==> config.mk <==
export PLATFORM = sky130hd
export DESIGN_NAME = irqc_ctrl
export DESIGN_NICKNAME = d
export VERILOG_FILES = /design/src/rtl/irqc_pkg.sv /design/src/rtl/irqc_sub_stage.sv /design/src/rtl/irqc_src_stage.sv /design/src/rtl/irqc_prio_sel.sv /design/src/rtl/irqc_ctrl.sv
export SDC_FILE = /design/constraint.sdc
export NUM_CORES = 1
export LEC_CHECK = 0
export BUFFER_PORTS_ARGS = -buffer_cell sky130_fd_sc_hd__buf_4
export CORE_MARGIN = 2
export CORE_UTILIZATION = 45
export CTS_CLUSTER_SIZE = 25
export DETAILED_ROUTE_END_ITERATION = 8
export PLACE_DENSITY = 0.74
export SETUP_SLACK_MARGIN = 0.2
export SYNTH_ARGS = -nofsm -noshare
export SYNTH_HDL_FRONTEND = slang
export SYNTH_SLANG_ARGS = --single-unit
==> constraint.sdc <==
create_clock -name clk -period 2.6 [get_ports clk]
set_input_delay 0.52 -clock clk [delete_from_list [all_inputs] [get_ports clk]]
set_output_delay 0.52 -clock clk [all_outputs]
set_load 0.01 [all_outputs]
==> src/rtl/irqc_pkg.sv <==
package irqc_pkg;

    localparam int DW = 32;
    localparam int AW = 3;

    typedef enum logic [AW-1:0] {
        RA_SUBPEND = 3'd0,
        RA_SUBMASK = 3'd1,
        RA_SRCPEND = 3'd2,
        RA_MASK    = 3'd3,
        RA_MODE    = 3'd4,
        RA_FINPEND = 3'd5,
        RA_OFFSET  = 3'd6
    } reg_addr_e;

    typedef struct packed {
        logic          wr;
        logic [AW-1:0] addr;
        logic [DW-1:0] data;
    } bus_req_t;

    function automatic logic is_write_to(bus_req_t r, reg_addr_e a);
        return r.wr && (r.addr == a);
    endfunction

endpackage

==> src/rtl/irqc_sub_stage.sv <==
module irqc_sub_stage
    import irqc_pkg::*;
#(
    parameter int NUM_SUB  = 8,
    parameter int GRP_SIZE = 4,
    localparam int NUM_GRP = NUM_SUB / GRP_SIZE
) (
    input  logic               clk,
    input  logic               rst,
    input  logic [NUM_SUB-1:0] sub_req,
    input  logic [NUM_SUB-1:0] sub_clr,
    input  logic [NUM_SUB-1:0] sub_mask,
    output logic [NUM_SUB-1:0] sub_pnd,
    output logic [NUM_GRP-1:0] grp_hit
);

    always_ff @(posedge clk) begin
        if (rst) sub_pnd <= '0;
        else     sub_pnd <= (sub_pnd & ~sub_clr) | sub_req;
    end

    for (genvar g = 0; g < NUM_GRP; g++) begin : g_grp
        assign grp_hit[g] = |(sub_pnd[g*GRP_SIZE +: GRP_SIZE]
                            & ~sub_mask[g*GRP_SIZE +: GRP_SIZE]);
    end

endmodule

==> src/rtl/irqc_src_stage.sv <==
module irqc_src_stage
    import irqc_pkg::*;
#(
    parameter int NUM_SRC  = 32,
    parameter int NUM_GRP  = 2,
    parameter int GRP_BASE = 28
) (
    input  logic               clk,
    input  logic               rst,
    input  logic [NUM_SRC-1:0] src_req,
    input  logic [NUM_GRP-1:0] grp_hit,
    input  logic [NUM_SRC-1:0] src_clr,
    input  logic [NUM_SRC-1:0] src_mask,
    input  logic [NUM_SRC-1:0] src_mode,
    output logic [NUM_SRC-1:0] src_pnd,
    output logic [NUM_SRC-1:0] irq_cand,
    output logic               fiq_any
);

    logic [NUM_SRC-1:0] grp_set;
    logic [NUM_SRC-1:0] live;

    always_comb begin
        grp_set = '0;
        for (int g = 0; g < NUM_GRP; g++) grp_set[GRP_BASE+g] = grp_hit[g];
    end

    always_ff @(posedge clk) begin
        if (rst) src_pnd <= '0;
        else     src_pnd <= (src_pnd & ~src_clr) | src_req | grp_set;
    end

    assign live     = src_pnd & ~src_mask;
    assign irq_cand = live & ~src_mode;
    assign fiq_any  = |(live & src_mode);

endmodule

==> src/rtl/irqc_prio_sel.sv <==
module irqc_prio_sel
    import irqc_pkg::*;
#(
    parameter int N  = 32,
    localparam int IW = $clog2(N)
) (
    input  logic [N-1:0]  cand,
    output logic [N-1:0]  onehot,
    output logic [IW-1:0] idx,
    output logic          any
);

    always_comb begin
        onehot = '0;
        idx    = '0;
        for (int i = N - 1; i >= 0; i--) begin
            if (cand[i]) begin
                onehot    = '0;
                onehot[i] = 1'b1;
                idx       = IW'(i);
            end
        end
    end

    assign any = |cand;

endmodule

==> src/rtl/irqc_ctrl.sv <==
module irqc_ctrl
    import irqc_pkg::*;
#(
    parameter int NUM_SRC  = 32,
    parameter int NUM_SUB  = 8,
    parameter int GRP_SIZE = 4,
    parameter int GRP_BASE = 28
) (
    input  logic               clk,
    input  logic               rst,
    input  logic [NUM_SRC-1:0] src_req,
    input  logic [NUM_SUB-1:0] sub_req,
    input  logic               bus_en,
    input  logic               bus_we,
    input  logic [AW-1:0]      bus_addr,
    input  logic [DW-1:0]      bus_wdata,
    output logic [DW-1:0]      bus_rdata,
    output logic               irq_o,
    output logic               fiq_o
);

    localparam int NUM_GRP = NUM_SUB / GRP_SIZE;
    localparam int IW      = $clog2(NUM_SRC);

    bus_req_t           breq;
    logic [NUM_SUB-1:0] submask_r, sub_clr, sub_pnd;
    logic [NUM_GRP-1:0] grp_hit;
    logic [NUM_SRC-1:0] mask_r, mode_r, src_clr, src_pnd, irq_cand;
    logic [NUM_SRC-1:0] fin_pnd, fin_nxt, fin_clr, win_onehot;
    logic [IW-1:0]      offset, off_nxt, win_idx;
    logic               win_any, fiq_any;

    assign breq.wr   = bus_en && bus_we;
    assign breq.addr = bus_addr;
    assign breq.data = bus_wdata;

    assign sub_clr = is_write_to(breq, RA_SUBPEND) ? breq.data[NUM_SUB-1:0] : '0;
    assign src_clr = is_write_to(breq, RA_SRCPEND) ? breq.data[NUM_SRC-1:0] : '0;
    assign fin_clr = is_write_to(breq, RA_FINPEND) ? breq.data[NUM_SRC-1:0] : '0;

    always_ff @(posedge clk) begin
        if (rst) begin
            submask_r <= '1;
            mask_r    <= '1;
            mode_r    <= '0;
        end else begin
            if (is_write_to(breq, RA_SUBMASK)) submask_r <= breq.data[NUM_SUB-1:0];
            if (is_write_to(breq, RA_MASK))    mask_r    <= breq.data[NUM_SRC-1:0];
            if (is_write_to(breq, RA_MODE))    mode_r    <= breq.data[NUM_SRC-1:0];
        end
    end

    irqc_sub_stage #(.NUM_SUB(NUM_SUB), .GRP_SIZE(GRP_SIZE)) i_sub (
        .clk(clk), .rst(rst), .sub_req(sub_req), .sub_clr(sub_clr),
        .sub_mask(submask_r), .sub_pnd(sub_pnd), .grp_hit(grp_hit)
    );

    irqc_src_stage #(.NUM_SRC(NUM_SRC), .NUM_GRP(NUM_GRP), .GRP_BASE(GRP_BASE)) i_src (
        .clk(clk), .rst(rst), .src_req(src_req), .grp_hit(grp_hit),
        .src_clr(src_clr), .src_mask(mask_r), .src_mode(mode_r),
        .src_pnd(src_pnd), .irq_cand(irq_cand), .fiq_any(fiq_any)
    );

    irqc_prio_sel #(.N(NUM_SRC)) i_prio (
        .cand(irq_cand), .onehot(win_onehot), .idx(win_idx), .any(win_any)
    );

    always_comb begin
        fin_nxt = fin_pnd;
        off_nxt = offset;
        if (fin_pnd == '0) begin
            if (win_any) begin
                fin_nxt = win_onehot;
                off_nxt = win_idx;
            end
        end else begin
            fin_nxt = fin_pnd & ~fin_clr;
            if (fin_nxt == '0) off_nxt = '0;
        end
    end

    always_ff @(posedge clk) begin
        if (rst) begin
            fin_pnd <= '0;
            offset  <= '0;
        end else begin
            fin_pnd <= fin_nxt;
            offset  <= off_nxt;
        end
    end

    always_comb begin
        unique case (bus_addr)
            RA_SUBPEND: bus_rdata = DW'(sub_pnd);
            RA_SUBMASK: bus_rdata = DW'(submask_r);
            RA_SRCPEND: bus_rdata = DW'(src_pnd);
            RA_MASK:    bus_rdata = DW'(mask_r);
            RA_MODE:    bus_rdata = DW'(mode_r);
            RA_FINPEND: bus_rdata = DW'(fin_pnd);
            RA_OFFSET:  bus_rdata = DW'(offset);
            default:    bus_rdata = '0;
        endcase
    end

    assign irq_o = |fin_pnd;
    assign fiq_o = fiq_any;

endmodule

======== Yosys cells after proc, flatten, opt, wreduce, memory -nomap -nowiden ========
Cells that the tools add are included.
storage, ports and cells
  bits in registers ....................... 149
  word-level logic and storage cells ...... 122
  output and inout bits ................... 34
  bits of input ports ..................... 79
cells by class
  muxes and demuxes ....................... 73
  bitwise logic cells ..................... 18
  equal/unequal tests ..................... 7
  reductions and logical operators ........ 17
operators with widths
  kind                                                                     number
  32-bit two-way mux                                                       36
  32-bit one-hot mux with 7 select lines                                   1
  5-bit two-way mux                                                        35
  32-bit AND                                                               5
  32-bit NOT                                                               4
  32-bit OR reduction                                                      3
  32-bit zero test                                                         2
  32-bit by 30-bit bitwise OR with 32-bit output                           1
  32-bit bitwise OR                                                        1
  3-bit == test, second input constant                                     3
  4-bit AND                                                                2
  8-bit AND                                                                1
  8-bit two-way mux                                                        1
  4-bit NOT                                                                2
  8-bit NOT                                                                1
  8-bit bitwise OR                                                         1
  4-bit OR reduction                                                       2
  1-bit logical AND                                                        7
  3-bit by 2-bit == test with 1-bit output, second input constant          2
  3-bit by 1-bit == test with 1-bit output, second input constant          1
  3-bit zero test                                                          1
  2-bit by 1-bit inequality test with 1-bit output, second input constant  1
  2-bit AND reduction                                                      1
  2-bit nonzero test                                                       1

======== Longest topological paths before layout ========
  depth in word-level cells ............... 37
  depth in mapped cells ................... 8
  mapped depth without buffers ............ 7

======== Hierarchy ========
Synthesis repeated with hierarchy kept, for this count alone.
second synthesis, totals
  cells, all modules ...................... 1036
  area total of the unflattened synthesis .. 8389.3 um^2
modules (own cells, without submodules)
  module          instances  area each (um^2)  cells each  seq. area each (um^2)
  irqc_ctrl       1          5626.6            668         2182.1
  irqc_src_stage  1          1607.8            206         640.6
  irqc_prio_sel   1          762.0             119         0.0
  irqc_sub_stage  1          392.9             43          160.2

======== Least setup slack after synthesis ========
Ideal clock, no wire load.
  path kind ............................... input port to output port
  from .................................... input port bus_addr[2]
  to ...................................... output port bus_rdata[1]
  stages .................................. 6
  arrival ................................. 1909 ps
  path slack .............................. 171 ps
  path buffers ............................ 2
  required time ........................... 2080 ps
  path through ............................ buf_1 > buf_1 > nor2_1 > a221oi_1 > a21oi_1 > a221o_1
between the ends
  longest elaborated chain between the ends .. 2
  elaborated cells on any way between the ends .. 8
  classes of those cells .................. eq/ne: 6; mux: 1; reduce/logical: 1
ends and longest elaborated chain
  element                                     RTL line         RTL
  start: declaration                          irqc_ctrl.sv:15  input logic [AW-1:0] bus_addr,
  3-bit == test (tied with other cells)       irqc_ctrl.sv:93  unique case (bus_addr)
  32-bit one-hot mux with 7 select lines (*)  irqc_ctrl.sv:93
  end: declaration                            irqc_ctrl.sv:17  output logic [DW-1:0] bus_rdata,
Mark *: on every way between the ends. The rest lies on a longest branch, timed or not.

======== Worst setup path in the final report ========
  from .................................... register i_src.src_pnd[4]
  to ...................................... register fin_pnd[14]
between the ends
  longest elaborated chain between the ends .. 9
  elaborated cells on any way between the ends .. 11
  classes of those cells .................. eq/ne: 1; mux: 7; bitwise: 2; reduce/logical: 1
ends and longest elaborated chain
  element                           RTL line              RTL
  start: declaration                irqc_src_stage.sv:15  output logic [NUM_SRC-1:0] src_pnd,
  start signal: assignment          irqc_src_stage.sv:30  else src_pnd <= (src_pnd & ~src_clr) | src_req | grp_set;
  32-bit AND (*)                    irqc_src_stage.sv:33  assign live = src_pnd & ~src_mask;
  32-bit AND (*)                    irqc_src_stage.sv:34  assign irq_cand = live & ~src_mode;
  32-bit two-way mux (5 in series)  irqc_prio_sel.sv:17   if (cand[i]) begin
  32-bit two-way mux                irqc_ctrl.sv:72       if (win_any) begin
  32-bit two-way mux                irqc_ctrl.sv:71       if (fin_pnd == '0) begin
  end signal: assignment            irqc_ctrl.sv:87       fin_pnd <= fin_nxt;
  end: declaration                  irqc_ctrl.sv:29       logic [NUM_SRC-1:0] fin_pnd, fin_nxt, fin_clr, win_onehot;
Mark *: on every way between the ends. The rest lies on a longest branch, timed or not. The select of a mux whose other input is x is not followed.
A chain may end at the register's enable or synchronous reset.

==> impl_metrics.env <==
export IMPL_run_status="completed"
export IMPL_timing_worst_slew_pin_value_ns=0.747
export IMPL_power_frac_comb=0.134
export IMPL_port_buffers=112
export IMPL_cts_inserted_buffers=17
export IMPL_synth_yosys_seq_area_share=0.382
export IMPL_highest_clock_frequency_the_design_can_meet_mhz=429
export IMPL_postSynthNetCount=1059
export IMPL_grt_pass1_vias=7583
export IMPL_maxCapViolations=0
export IMPL_p_sw_frac=0.258
export IMPL_synth_seq_cells=149
export IMPL_final_setup_skew_ns=0.0114
export IMPL_setup_viol_count_final=0
export IMPL_finalWorstPathRequiredPeriod_ns=2.33
export IMPL_drt_pass1_iter_count=7
export IMPL_worst_r2r_startpoint="i_src.src_pnd[4]"
export IMPL_placement_rows=48
export IMPL_layout_core_utilization=0.584
export IMPL_synthToLayoutAreaGrowth_pct=27.9
export IMPL_netlist_area_mm2=0.00781
export IMPL_die_height_um=136
export IMPL_slowest_delay_ns=0.48
export IMPL_postRouteWirelength_mm=27.1
export IMPL_wire_per_inst_um=20.1
export IMPL_grt_util_all_layers=0.295
export IMPL_hold_path_cell_count=3
export IMPL_diodes=0
export IMPL_synthesis_area_per_instance_um2=7.97
export IMPL_clk_path_buf_depth=2
export IMPL_r2r_slack_ns=0.27
export IMPL_worst_endpoint_arrival_ns=2.66
export IMPL_vdd_ir_drop_max_mv=0.559
export IMPL_num_nets_final=1194
export IMPL_synth_top_area_share=0.382
export IMPL_dieWidth_um=136
export IMPL_num_io_pins=113
export IMPL_globalRoute_totalOverflow=0
export IMPL_hp_class="in -> reg"
export IMPL_clk_transition_reported_paths_ns=0.07
export IMPL_cp_data_required_time_ns=2.93
export IMPL_ys_top_cells_by_area="dfxtp_1, nand2_1, a21oi_1"
export IMPL_power_share_clock=0.444
export IMPL_largest_net_degree_at_the_start_of_global_routing=63
export IMPL_initialDrtViolationCount=988
export IMPL_reg2reg_depth=8
export IMPL_antenna_found_initial=0
export IMPL_relSlewSlack=0.501
export IMPL_synth_flop_cell="dfxtp_1"
export IMPL_hold_violations=0
export IMPL_postSynthCellCount=980
export IMPL_clk_root_buffer_cell="clkbuf_16"
export IMPL_internal_power_uw=4280
export IMPL_power_uw=5770
export IMPL_power_net_switching_uw=1490
export IMPL_effective_utilization_at_floorplan=0.456
export IMPL_synth_top_cell_by_area="dfxtp_1"
export IMPL_crit_family="simple AND/OR/NAND/NOR gates"
export IMPL_synthArstFlopShare=0
export IMPL_tritoncts="built"
export IMPL_fp_dieArea_mm2=0.0184
export IMPL_final_max_slew_violation_count=0
export IMPL_p_seq_frac=0.422
export IMPL_timing_critical_path_slowest_stage_cell="nor4_1"
export IMPL_post_route_cells_drive_above_1_share=0.231
export IMPL_yosys_warnings=0
export IMPL_pwr_density_cell_mw_per_mm2=578
export IMPL_critical_path_source_type="flip-flop"
export IMPL_path_buf_inv=2
export IMPL_detail_route_antenna_nets=0
export IMPL_timing_setup_critical_path_class="reg -> reg"
export IMPL_hold_ws_ns=0.295
export IMPL_rsz_0062_raised_after_global_routing="true"
export IMPL_power_leakage_uw=0.00392
export IMPL_hpwl_mm=20.2
export IMPL_reg2reg_to="fin_pnd[14]"
export IMPL_core_area_mm2=0.0171
export IMPL_min_period_over_period=0.896
export IMPL_grt_first_pass_wirelength_mm=41.9
export IMPL_insertion_delay_ns=0.43
export IMPL_crit_path_max_fanout=7
export IMPL_clock_sinks=149
export IMPL_drc_errors=0
export IMPL_routabilityCongestion=1.01
export IMPL_crit_path_cell_trace="nor3b_1, nor4_1, buf_4, nand2_1, a211oi_4, buf_4, nand2_1, o32ai_1"
export IMPL_hp_start="src_req[12]"
export IMPL_synthDistinctLibCells=66
export IMPL_htree_num_levels=4
export IMPL_min_delay_worst_endpoint="i_src.src_pnd[12]"
export IMPL_most_common_layout_cells="nand2_1, buf_4, dfxtp_1"
export IMPL_end_kind="flip-flop"
export IMPL_vias=8262
export IMPL_synth_edf_count=0
export IMPL_leading_cell_type_in_the_layout_fill_and_taps_excluded="nand2_1"
export IMPL_route_detailed_vias_per_inst=6.11
[cells in the mapped netlist (all sizes together) (2+ instances only)]
library cell  count
nand2           171
dfxtp           149
a21oi            93
nor2             68
clkbuf           55
a22oi            53
nand3b           41
nor2b            39
a211o            34
o21ai            34
nand3            29
nor3b            28
nand4            21
nor4             19
or3b             18
inv              13
o32ai             8
buf               7
nor3              7
a31oi             6
and2              6
mux2i             6
a21boi            5
and3b             5
mux2              5
o22ai             5
a2111oi           4
mux4              4
or3               4
a221o             3
a221oi            3
nand2b            3
o211ai            3
o21a              3
o31ai             3
a211oi            2
a21o              2
a222oi            2
a32o              2
o2111ai           2
o2bb2ai           2
or4               2
or4b              2
[metrics by stage]
step,instance area [µm²],TNS (ns),setup slack [ns],cells
2_1_floorplan,7810,0,0.280,980
3_3_place_gp,9260,-0.248,-0.0872,1320
3_5_place_dp,9260,-0.450,-0.129,1320
4_1_cts,9880,0,0.197,1352
5_1_grt,9990,0,0.181,1353
6_report,9990,0,0.271,1353
[registers in the layout, indices dropped and copies added, names as in the netlist]
name	cells
fin_pnd	32
i_src.src_pnd	32
i_sub.sub_pnd	8
mask_r	32
mode_r	32
offset	5
submask_r	8
[repair_timing]
action / in CTS / in global routing
pin swaps: 1 / 4
setup buffers: 0 / 1
hold buffers: 0 / 0
gates resized for setup: 2 / 29
endpoints found under the setup margin: 7 / 58
[power groups by stage]
| stage | clock [µW] | sequential (µW) | combinational [µW] |
|---|---|---|---|
| floorplan | 0 | 2460 | 399 |
| CTS | 2590 | 2430 | 740 |
| detailed placement | 0 | 2480 | 735 |
| global placement | 0 | 2480 | 730 |
| finish | 2570 | 2440 | 771 |
| global route | 2700 | 2440 | 833 |
[how the worst max path moves through the flow]
stage | startpoint | endpoint | slack, ns | cells after the start
2_1_floorplan | bus_addr[1] | bus_rdata[10] | 0.28 | 6
3_3_place_gp | bus_addr[1] | offset[2] | -0.09 | 9
3_5_place_dp | bus_addr[1] | offset[3] | -0.13 | 9
4_1_cts | bus_addr[2] | bus_rdata[23] | 0.20 | 8
5_1_grt | i_src.src_pnd[4] | fin_pnd[15] | 0.18 | 8
6_report | i_src.src_pnd[4] | fin_pnd[14] | 0.27 | 8
[cell families after synthesis]
| family | synth area share |
|---|---|
| AND/OR/NAND/NOR | 0.317 |
| AO/OA/AOI/OAI | 0.238 |
| flip-flops | 0.382 |
| buffers and inverters | 0.0362 |
| multiplexers | 0.0264 |
[worst register-to-register path: stages, from the launching register on]
cell	delay, ns
dfxtp_1	0.35
nor3b_1	0.19
nor4_1	0.48
buf_4	0.21
nand2_1	0.08
a211oi_4	0.38
buf_4	0.22
nand2_1	0.08
o32ai_1	0.25
[metal layers]
| metal | vias to the layer above | share of wire | global-route usage |
|---|---|---|---|
| li1 | 3870 | - | - |
| met1 | 3913 | 0.41 | 0.384 |
| met2 | 413 | 0.47 | 0.478 |
| met3 | 66 | 0.091 | 0.0715 |
| met4 | 0 | 0.033 | 0.102 |
| met5 | - | 0 | 0 |
[cell type report]
cell class                      instances  area (µm²)
Clock buffer                           20         457
Sequential cell                       149        2980
Timing Repair Buffer                  178        1430
Fill cell                            1568        7120
Inverter                               13        48.8
Clock inverter                         12         153
Tap cell                              225         282
Multi-Input combinational cell        756        4640
No activity file was read; power rests on OpenSTA's default activity.
